## config.mk

```make
export PLATFORM = sky130hd
export DESIGN_NAME = spi_fifo_bridge
export DESIGN_NICKNAME = d
export VERILOG_FILES = /design/src/rtl/sfb_pkg.sv /design/src/rtl/sfb_sticky.sv /design/src/rtl/sfb_queue.sv /design/src/rtl/spi_fifo_bridge.sv
export SDC_FILE = /design/constraint.sdc
export NUM_CORES = 1
export LEC_CHECK = 0
export BUFFER_PORTS_ARGS = -buffer_cell sky130_fd_sc_hd__buf_2
export CAP_MARGIN = 20
export CORE_MARGIN = 1.5
export CORE_UTILIZATION = 60
export CTS_CLUSTER_DIAMETER = 50
export DETAILED_ROUTE_END_ITERATION = 8
export PLACE_DENSITY_LB_ADDON = 0.1
export SLEW_MARGIN = 5
export SYNTH_ARGS = -nofsm -noshare
export SYNTH_HDL_FRONTEND = slang
export SYNTH_SLANG_ARGS = --single-unit
```

## constraint.sdc

```tcl
create_clock -name clk -period 4.4 [get_ports clk]
set_input_delay 0.88 -clock clk [delete_from_list [all_inputs] [get_ports clk]]
set_output_delay 0.88 -clock clk [all_outputs]
set_load 0.02 [all_outputs]
```

## src/rtl/sfb_pkg.sv

```systemverilog
package sfb_pkg;

    localparam int unsigned WORD_W     = 16;
    localparam int unsigned FIFO_DEPTH = 16;
    localparam int unsigned CNT_W      = $clog2(FIFO_DEPTH + 1);

    typedef logic [WORD_W-1:0] word_t;
    typedef logic [CNT_W-1:0]  cnt_t;

    typedef struct packed {
        cnt_t cnt;
        logic full;
        logic empty;
    } fifo_stat_t;

    typedef enum logic {
        MODE_PLAIN  = 1'b0,
        MODE_QUEUED = 1'b1
    } mode_e;

    // exact-equality trigger, not a threshold
    function automatic logic level_hit(input cnt_t cnt, input cnt_t lvl);
        return cnt == lvl;
    endfunction

endpackage

```

## src/rtl/sfb_sticky.sv

```systemverilog
module sfb_sticky (
    input  logic clk,
    input  logic rst,
    input  logic set_i,
    input  logic clr_i,
    output logic q_o
);
    // set has priority over the write-1 clear
    always_ff @(posedge clk) begin
        if (rst)        q_o <= 1'b0;
        else if (set_i) q_o <= 1'b1;
        else if (clr_i) q_o <= 1'b0;
    end
endmodule

```

## src/rtl/sfb_queue.sv

```systemverilog
module sfb_queue #(
    parameter int unsigned W     = 16,
    parameter int unsigned DEPTH = 16
) (
    input  logic                         clk,
    input  logic                         rst,
    input  logic                         run,
    input  logic                         push,
    input  logic [W-1:0]                 push_data,
    input  logic                         pop,
    output logic [W-1:0]                 head,
    output logic [$clog2(DEPTH+1)-1:0]   cnt,
    output logic                         full,
    output logic                         empty
);
    localparam int unsigned AW = (DEPTH > 1) ? $clog2(DEPTH) : 1;
    localparam int unsigned CW = $clog2(DEPTH + 1);
    localparam logic [AW-1:0] LAST = AW'(DEPTH - 1);
    localparam logic [CW-1:0] FULLC = CW'(DEPTH);

    logic [W-1:0]  mem [DEPTH];
    logic [AW-1:0] wp, rp;
    logic [CW-1:0] cnt_q;
    logic          do_push, do_pop;

    assign empty   = (cnt_q == '0);
    assign full    = (cnt_q == FULLC);
    assign do_pop  = run & pop & ~empty;
    assign do_push = run & push & (~full | do_pop);
    assign head    = mem[rp];
    assign cnt     = cnt_q;

    always_ff @(posedge clk) begin
        if (rst || !run) begin
            wp    <= '0;
            rp    <= '0;
            cnt_q <= '0;
        end else begin
            if (do_push) wp <= (wp == LAST) ? '0 : wp + 1'b1;
            if (do_pop)  rp <= (rp == LAST) ? '0 : rp + 1'b1;
            case ({do_push, do_pop})
                2'b10:   cnt_q <= cnt_q + 1'b1;
                2'b01:   cnt_q <= cnt_q - 1'b1;
                default: cnt_q <= cnt_q;
            endcase
        end
    end

    always_ff @(posedge clk) begin
        if (do_push) mem[wp] <= push_data;
    end
endmodule

```

## src/rtl/spi_fifo_bridge.sv

```systemverilog
module spi_fifo_bridge
    import sfb_pkg::*;
(
    input  logic        clk,
    input  logic        rst,
    input  logic        fifo_en,
    input  logic        tx_run,
    input  logic        rx_run,
    input  logic [4:0]  tx_trig_lvl,
    input  logic [4:0]  rx_trig_lvl,
    input  logic        tx_irq_en,
    input  logic        rx_irq_en,
    input  logic        tx_match_clr,
    input  logic        rx_match_clr,
    input  logic        rx_ovf_clr,
    input  logic        host_wr,
    input  logic [15:0] host_wdata,
    input  logic        host_rd,
    output logic [15:0] host_rdata,
    input  logic        eng_idle,
    output logic        eng_load,
    output logic [15:0] eng_tx_data,
    input  logic        eng_rx_valid,
    input  logic [15:0] eng_rx_data,
    output logic [4:0]  tx_level,
    output logic [4:0]  rx_level,
    output logic        tx_match,
    output logic        rx_match,
    output logic        rx_ovf,
    output logic        tx_irq,
    output logic        rx_irq
);
    mode_e      mode;
    logic       queued, tx_go, rx_go;
    fifo_stat_t tx_st, rx_st;
    word_t      tx_head, rx_head;
    logic       tx_push, tx_pop, rx_push, rx_pop, rx_drop;

    word_t      tx_hold, rx_hold, rdata_q;
    logic       hold_v;

    assign mode   = fifo_en ? MODE_QUEUED : MODE_PLAIN;
    assign queued = (mode == MODE_QUEUED);
    assign tx_go  = queued & tx_run;
    assign rx_go  = queued & rx_run;

    // transmit side
    assign tx_push = queued & host_wr & ~tx_st.full;
    assign tx_pop  = queued & eng_idle;

    sfb_queue #(.W(WORD_W), .DEPTH(FIFO_DEPTH)) tx_q_i (
        .clk(clk), .rst(rst), .run(tx_go),
        .push(tx_push), .push_data(host_wdata),
        .pop(tx_pop), .head(tx_head),
        .cnt(tx_st.cnt), .full(tx_st.full), .empty(tx_st.empty)
    );

    // receive side
    assign rx_push = queued & eng_rx_valid;
    assign rx_pop  = queued & host_rd;
    assign rx_drop = rx_go & rx_push & rx_st.full & ~(rx_pop & ~rx_st.empty);

    sfb_queue #(.W(WORD_W), .DEPTH(FIFO_DEPTH)) rx_q_i (
        .clk(clk), .rst(rst), .run(rx_go),
        .push(rx_push), .push_data(eng_rx_data),
        .pop(rx_pop), .head(rx_head),
        .cnt(rx_st.cnt), .full(rx_st.full), .empty(rx_st.empty)
    );

    // plain single-buffer path and registered read port
    always_ff @(posedge clk) begin
        if (rst) begin
            tx_hold <= '0;
            hold_v  <= 1'b0;
            rx_hold <= '0;
            rdata_q <= '0;
        end else begin
            if (queued) begin
                hold_v <= 1'b0;
            end else if (host_wr) begin
                tx_hold <= host_wdata;
                hold_v  <= 1'b1;
            end else if (eng_idle) begin
                hold_v <= 1'b0;
            end
            if (!queued && eng_rx_valid) rx_hold <= eng_rx_data;
            if (host_rd) begin
                if (!queued)            rdata_q <= rx_hold;
                else if (!rx_st.empty)  rdata_q <= rx_head;
            end
        end
    end

    assign eng_load    = eng_idle & (queued ? ~tx_st.empty : hold_v);
    assign eng_tx_data = queued ? tx_head : tx_hold;
    assign host_rdata  = rdata_q;

    // flags
    sfb_sticky tx_match_i (
        .clk(clk), .rst(rst),
        .set_i(tx_go & level_hit(tx_st.cnt, tx_trig_lvl)),
        .clr_i(tx_match_clr), .q_o(tx_match)
    );
    sfb_sticky rx_match_i (
        .clk(clk), .rst(rst),
        .set_i(rx_go & level_hit(rx_st.cnt, rx_trig_lvl)),
        .clr_i(rx_match_clr), .q_o(rx_match)
    );
    sfb_sticky rx_ovf_i (
        .clk(clk), .rst(rst),
        .set_i(rx_drop), .clr_i(rx_ovf_clr), .q_o(rx_ovf)
    );

    assign tx_level = tx_st.cnt;
    assign rx_level = rx_st.cnt;
    assign tx_irq   = tx_match & tx_irq_en;
    assign rx_irq   = rx_match & rx_irq_en;
endmodule

```

# == After elaboration in Yosys (flattened, before gate mapping) ==
# Memory sizes are Yosys's and may differ from the RTL's. A register that Yosys moved wholly into a read port is not among the register bits.
# Index checks and enable logic that the tools add are counted.
# classes
n_eq_ne,13
add_sub_neg,8
reduce_logical,17
n_mux,27
n_bitwise,31
# ops
operator,count
16-bit two-way mux,3
4-bit two-way mux,8
1-bit AND,23
5-bit case mux with 2 select lines,2
4-bit by 1-bit adder with 4-bit output (second input constant),4
4-bit equality test (second input constant),4
1-bit two-way mux,14
2-bit nonzero test,6
5-bit by 1-bit adder with 5-bit output (second input constant),2
5-bit equality test,2
5-bit equality test (second input constant),2
5-bit zero test,2
5-bit by 1-bit subtractor with 5-bit output (second input constant),2
1-bit NOT,6
2-bit by 1-bit equality test with 1-bit output (second input constant),2
2-bit equality test (second input constant),2
2-bit AND reduction,2
1-bit zero test,3
1-bit logical OR,2
2-bit inequality test (second input constant),1
1-bit bitwise OR,2
2-bit OR reduction,1
1-bit logical AND,1
# word_totals
input_bits,56
register_bits,78
output_inout_bits,48
mem_count,2
ram_bits,512
elab_cells,111
# mem_list
name,depth,width,read_ports,rd_ports_with_merged_regs,wr,line,text
rx_q_i.mem,16,16,1,1,1,sfb_queue.sv:21,logic [W-1:0] mem [DEPTH];
tx_q_i.mem,16,16,1,1,1,sfb_queue.sv:21,

# == Logic depth before layout (Yosys ltp) ==
# Gate-level depths: netlist of the first run.
# depth
word_depth,8
ltp_mapped,13
ltp_nobuf,11

# == By module ==
# A second synthesis of the first run with hierarchy kept.
# unflattened
cells_unflattened,1282
area_unflattened_um2,23802.8
# by_module_without_submodules
mod,instances,cells_each,seq_area_each_um2,area_per_inst_um2
sfb_queue (tx_q_i),1,524,8027.7,10659.0
sfb_queue (rx_q_i),1,480,8027.7,10656.5
spi_fifo_bridge,1,266,980.9,2371.0
sfb_sticky,3,4,20.0,38.8

# == Worst setup path before layout of the first run ==
# OpenSTA, ideal clock, no wires.
# synth_timing
path_type,in2reg
from,in fifo_en
to,mem tx_q_i.mem[2][0] (enable)
stages,5
t_arrival_ns,3.473
n_path_buf,1
slack_ns,0.497
setup_time_ns,0.430
required_time_ns,3.970
path_cell_list,buf_2 nand2_1 a211oi_1 inv_1 nor4_1
# synth_via
elab_chain_cells,8
elab_cells_between_ends,12
classes_between,mux: 3; bitwise: 9
# synth_rtl
item,line,text
"start, declared",spi_fifo_bridge.sv:6,"input logic fifo_en,"
1-bit two-way mux *,spi_fifo_bridge.sv:42,assign mode = fifo_en ? MODE_QUEUED : MODE_PLAIN;
1-bit AND (on tied branches),"spi_fifo_bridge.sv:44, spi_fifo_bridge.sv:49",
1-bit AND (2 in a row),sfb_queue.sv:28,assign do_pop = run & pop & ~empty;
1-bit bitwise OR,sfb_queue.sv:29,assign do_push = run & push & (~full | do_pop);
1-bit AND *,sfb_queue.sv:29,
1-bit two-way mux *,sfb_queue.sv:50,if (do_push) mem[wp] <= push_data;
1-bit two-way mux (not written as such) *,sfb_queue.sv:50,
"end, declared",sfb_queue.sv:21,
# Mark *: on every way between the ends. The rest lies on a longest branch, timed or not.

==> reports/qor.csv, run 1 <==
metric;value;unit
cts_setup_buffers;0;
viasPerCell;6.18;
antenna_found_initial;3;
layout.nets;1560;
ys.flop_type;edfxtp_1;
area_growth;13.5;%
synth.most_common_cell;edfxtp_1;
ys_types;52;
fmax;0.256;GHz
htree_levels;2;
syn-mean-instance-area;17.6;µm²
cts_root_buf;clkbuf_16;
crit_path_start_kind;register;
min_path_type;reg -> reg;
synth_edf_count;512;
syn-num-nets;1419;
grt-ovfl-total;0;
finalSetupTns;0;ps
fin_area;26800;µm²
p_clk_share;43.9;%
drtPass1Iterations;5;
die_x;201;µm
wl;52400;µm
critPathMostFrequentCell;buf_4;
cp_slowest_cell;dfxtp_4;
grt_pass1_wl;78600;µm
drv_cap;0;
synth_area_leaders;edfxtp_1, mux4_2, dfxtp_1;
yosysWarningCount;0;
power_frac_comb;2.4;%
seq_area_frac_synth;72.4;%
slew_headroom;25.8;%
postSynth.asyncResetShare;0;%
synth_area;23600;µm²
cellLeakagePower;0.00879;µW
p_int;9260;µW
status;finished clean;
worst_slew_pin_slew;1110;ps
initial_core_util;61.0;%
dieArea;40600;µm²
drtIter0Drc;1172;
numCtsBuffers;60;
final_hold_viol_count;0;
ys_ff_latch;598;
detail-route-antenna-nets;0;
port_buffers;103;
cts_tree;done;
critical_path_arrival;3030;ps
drc;0;
p_sw_share;19.7;%
grt_pass1_vias;12700;
criticalPathCategory;reg -> out;
postPlaceCellArea;24800;µm²
ctsResizeCount;0;
hpwl;32000;µm
place_congestion;0.811;
synth_top_area_cell;edfxtp_1;
die_y;201;µm
core;38700;µm²
fin_skew;11.3;ps
worst-path-max-fanout;35;
hold_buffers;0;
p_per_area;430;nW/µm²
routedWlPerCell;25.5;µm
synth_top_area_share;65.1;%
grt_max_degree;65;
fillers;2557;
syn-instance-count;1345;
finalCritPeriodShare;88.8;%
vias;12700;
clockBufferDepth;3;
seq_power_share;53.7;%
num_rows;72;
vdd_drop_max;0.000350;V
max_stage_delay;810;ps
clkTransAtPathRegs;60;ps
path_cells;buf_4, buf_4, mux4_2, mux2i_1, o21ai_0, buf_2;
drive_gt1_share;23.2;%
cts_sinks;598;
fin_crit;3910;ps
p_switching;2270;µW
ios;104;
synth_common_cells;edfxtp_1, nand2_1, mux4_2;
critical_path_required;3520;ps
final-setup-viol-count;0;
grt_usage;26.3;%
crit_path_end_kind;output port;
drv_slew;0;
clk_latency;600;ps
rsz0062_at_grt;no;
## placed cells by master, fill, tap and decap left out, types with 49 or more instances in the layout
cell,n
edfxtp_1,512
buf_4,49
buf_2,103
a21oi_1,69
mux2i_1,62
nor2_1,49
clkbuf_16,61
mux4_2,91
nand2_1,106
dfxtp_1,81
## area by class of cell
class,count,area (µm²),share of cell area (%)
tap,518,648,2.42
clock buffer,77,1590,5.92
timing repair buffer,154,923,3.45
sequential,598,17100,63.8
clock inverter,35,377,1.41
multi-input combinational,649,6060,22.6
inverter,23,86.3,0.322
antenna,1,2.50,0.00934
## metal layers
metal  GRT usage, %  share of wire (%)
met1           34.8                 39
met2           45.0                 52
met5              0              0.019
met4           8.32                2.8
met3           4.50                6.5
## stage by stage
step / hold WS (ps) / utilization, % / setup WS, ps / total power [µW] / std cells
detailed placement: 429 / 64.1 / 558 / 6590 / 1942
global placement: 424 / 64.1 / 633 / 6580 / 1942
floorplan: 433 / - / 497 / 6430 / 1345
global route: 463 / 69.2 / 227 / 11800 / 2055
finish: 436 / 69.2 / 492 / 11500 / 2055
CTS: 437 / 69.2 / 344 / 11600 / 2054
## power by group through the flow
stage	Clock [µW]	Sequential, µW	Combinational (µW)
2_1_floorplan	0	6320	110
3_3_place_gp	0	6310	268
3_5_place_dp	0	6310	277
4_1_cts	5120	6190	277
5_1_grt	5360	6190	302
6_report	5050	6190	278
## cell families after synthesis
logic type	synth area share, %
adders and majority gates	0.954
muxes	14.0
AOI/OAI and AO/OA	5.06
and+or+nand+nor	4.68
buffers and inverters	2.07
DFF	72.4
xor gates and xnor gates	0.816
## path summary, 6_finish.rpt
path / cells past startpoint / slack (ps) / from / endpoint
hold reg to reg: 2 / 440 / host_rdata[4]$_SDFFE_PP0P_ / host_rdata[4]$_SDFFE_PP0P_
setup / recovery: 6 / 490 / register / eng_tx_data[9]
setup reg to reg: 12 / 1200 / tx_q_i.cnt[1]$_SDFFE_PP0P_ / tx_q_i.cnt[4]$_SDFFE_PP0P_
hold / removal: 2 / 440 / host_rdata[4]$_SDFFE_PP0P_ / host_rdata[4]$_SDFFE_PP0P_
## sequential cells by signal, summed over array words and instances, names as in the netlist, 4 cells and up, named ones only
| register | flops |
|---|---|
| host_rdata | 16 |
| rx_hold | 16 |
| rx_q_i.cnt | 5 |
| rx_q_i.mem | 256 |
| rx_q_i.rp | 4 |
| rx_q_i.wp | 4 |
| tx_hold | 16 |
| tx_q_i.cnt | 5 |
| tx_q_i.mem | 256 |
| tx_q_i.rp | 4 |
| tx_q_i.wp | 4 |
## worst max-delay path, delay by kind of cell (launching register included)
kind / cells / cell delay, ps
multiplexers: 2 / 730
AO/OA/AOI/OAI: 1 / 110
buffers and inverters: 3 / 770
flip-flops: 1 / 810
No activity file was read; power rests on OpenSTA's default activity.
==> run 2, diff against run 1 <==
--- a/config.mk
+++ b/config.mk
@@ -5,12 +5,13 @@
 export SDC_FILE = /design/constraint.sdc
 export NUM_CORES = 1
 export LEC_CHECK = 0
-export BUFFER_PORTS_ARGS = -buffer_cell sky130_fd_sc_hd__buf_2
-export CAP_MARGIN = 20
+export ABC_CLOCK_PERIOD_IN_PS = 4400
+export CAP_MARGIN = 10
 export CORE_MARGIN = 1.5
 export CORE_UTILIZATION = 60
 export CTS_CLUSTER_DIAMETER = 50
 export DETAILED_ROUTE_END_ITERATION = 8
+export DONT_BUFFER_PORTS = 1
 export PLACE_DENSITY_LB_ADDON = 0.1
 export SLEW_MARGIN = 5
 export SYNTH_ARGS = -nofsm -noshare
==> reports/qor.csv, run 2 (synthesis gave the netlist of run 1 again) <==
metric;value;unit
status;finished clean;
routedWlPerCell;26.4;µm
finalSetupTns;0;ps
fin_crit;3820;ps
clkTransAtPathRegs;60;ps
cts_sinks;598;
drc;0;
grt_pass1_vias;12600;
port_buffers;0;
die_y;201;µm
p_per_area;439;nW/µm²
final_common_cell;edfxtp_1;
n_antenna_cell;0;
worst_slack;575;ps
cts_tree;done;
vias;12200;
antenna_found_initial;0;
endpoint;eng_tx_data[10];
fin_skew;20.4;ps
layout.nets;1437;
detail-route-antenna-nets;0;
ios;104;
slew_headroom;22.3;%
area_growth;11.2;%
worst_slew_pin_slew;1170;ps
wl;51100;µm
drive_gt1_share;17.6;%
ff2ff_path_depth;11;
crit_path_end_kind;output port;
place_worst_setup_slack;654;ps
worst-path-max-fanout;31;
final-setup-viol-count;0;
drtIter0Drc;958;
holdPathStages;1;
critical_path_required;3520;ps
criticalPathCategory;reg -> out;
ctsResizeCount;0;
core;38700;µm²
cts_root_buf;clkbuf_16;
clk_latency;630;ps
crit_path_start_kind;register;
holdWs;323;ps
grt_pass1_wl;77700;µm
drv_cap;0;
htree_levels;2;
fillers;2568;
rsz0062_at_grt;no;
dieArea;40600;µm²
min_path_type;in -> reg;
final_hold_viol_count;0;
regArea;17100;µm²
numCtsBuffers;59;
total_power;11500;µW
worstReg2RegStart;tx_q_i.cnt[1]$_SDFFE_PP0P_;
top_regs;rx_q_i.mem: 256 flops, tx_q_i.mem: 256 flops;
die_x;201;µm
finalCritPeriodShare;86.9;%
multi_input_area;6060;µm²
hold_buffers;0;
initial_core_util;61.0;%
grt_max_degree;43;
hpwl;30300;µm
drtPass1Iterations;7;
cellLeakagePower;0.00828;µW
cts_setup_buffers;0;
num_rows;72;
layout_common_cells;edfxtp_1, nand2_1, mux4_2;
grt_usage;25.9;%
place_congestion;0.793;
drv_slew;0;
critical_path_arrival;2940;ps
worstReg2RegEnd;tx_q_i.cnt[4]$_SDFFE_PP0P_;
reg2reg_slack;810;ps
clockBufferDepth;3;
viasPerCell;6.34;
grt-ovfl-total;0;
fmax;0.261;GHz
vdd_drop_max;0.000369;V
-- run 2: cell count changes in the layout (fill, tap and decap cells not counted), sizes merged --
| cell | delta |
|---|---|
| buf | -122 |
| bufinv | -3 |
| clkbuf | +5 |
| clkinv | -7 |
| clkinvlp | +3 |
| diode | -1 |
| inv | +2 |
-- run 2: how the worst min path moves through the flow --
stage                          endpoint               startpoint
2_1_floorplan   rx_hold[0]$_SDFFE_PP0P_  rx_hold[0]$_SDFFE_PP0P_
3_3_place_gp    rx_hold[3]$_SDFFE_PP0P_  rx_hold[3]$_SDFFE_PP0P_
3_5_place_dp    rx_hold[8]$_SDFFE_PP0P_  rx_hold[8]$_SDFFE_PP0P_
4_1_cts        rx_hold[13]$_SDFFE_PP0P_                      rst
5_1_grt        rx_hold[13]$_SDFFE_PP0P_                      rst
6_report       rx_hold[13]$_SDFFE_PP0P_                      rst
-- run 2: routing by layer --
metal  global-route usage [%]  part of all wire (%)  vias up  wire [µm]
met4                     7.76                   2.4        0       1210
met5                        0                     0        -          0
met2                     43.6                    50      433      25800
met1                     34.8                    41     6330      20900
li1                         -                     -     5389          -
met3                     4.91                   6.3       93       3220
-- run 2: through the flow --
stage / util, % / instances / cell area [µm²]
CTS: 67.8 / 1932 / 26300
detailed placement: 62.5 / 1820 / 24200
finish: 67.8 / 1932 / 26300
global route: 67.8 / 1932 / 26300
floorplan: - / 1345 / 23600
global placement: 62.5 / 1820 / 24200
-- run 2: layout make-up --
cell class	instances	share of cell area, %
clock buffer	82	6.53
clock inverter	30	1.27
tap	518	2.47
inverter	23	0.329
sequential	598	65.2
timing repair buffer	32	1.15
multi-input combinational	649	23.1
-- run 2: report_power, final --
part | total (µW) | switching [µW] | leakage (µW) | internal [µW]
Clock | 5170 | 2130 | 0.000999 | 3040
Sequential | 6200 | 26.0 | 0.00531 | 6170
Combinational | 152 | 103 | 0.00197 | 49.2
Total | 11500 | 2260 | 0.00828 | 9260
-- run 2: worst max-delay path, cell delays in order, from the launching register on --
cell,delay [ps]
dfxtp_4,770
buf_12,310
mux4_2,540
mux2i_1,180
nor2_1,60
a21oi_1,110
o21ai_0,320
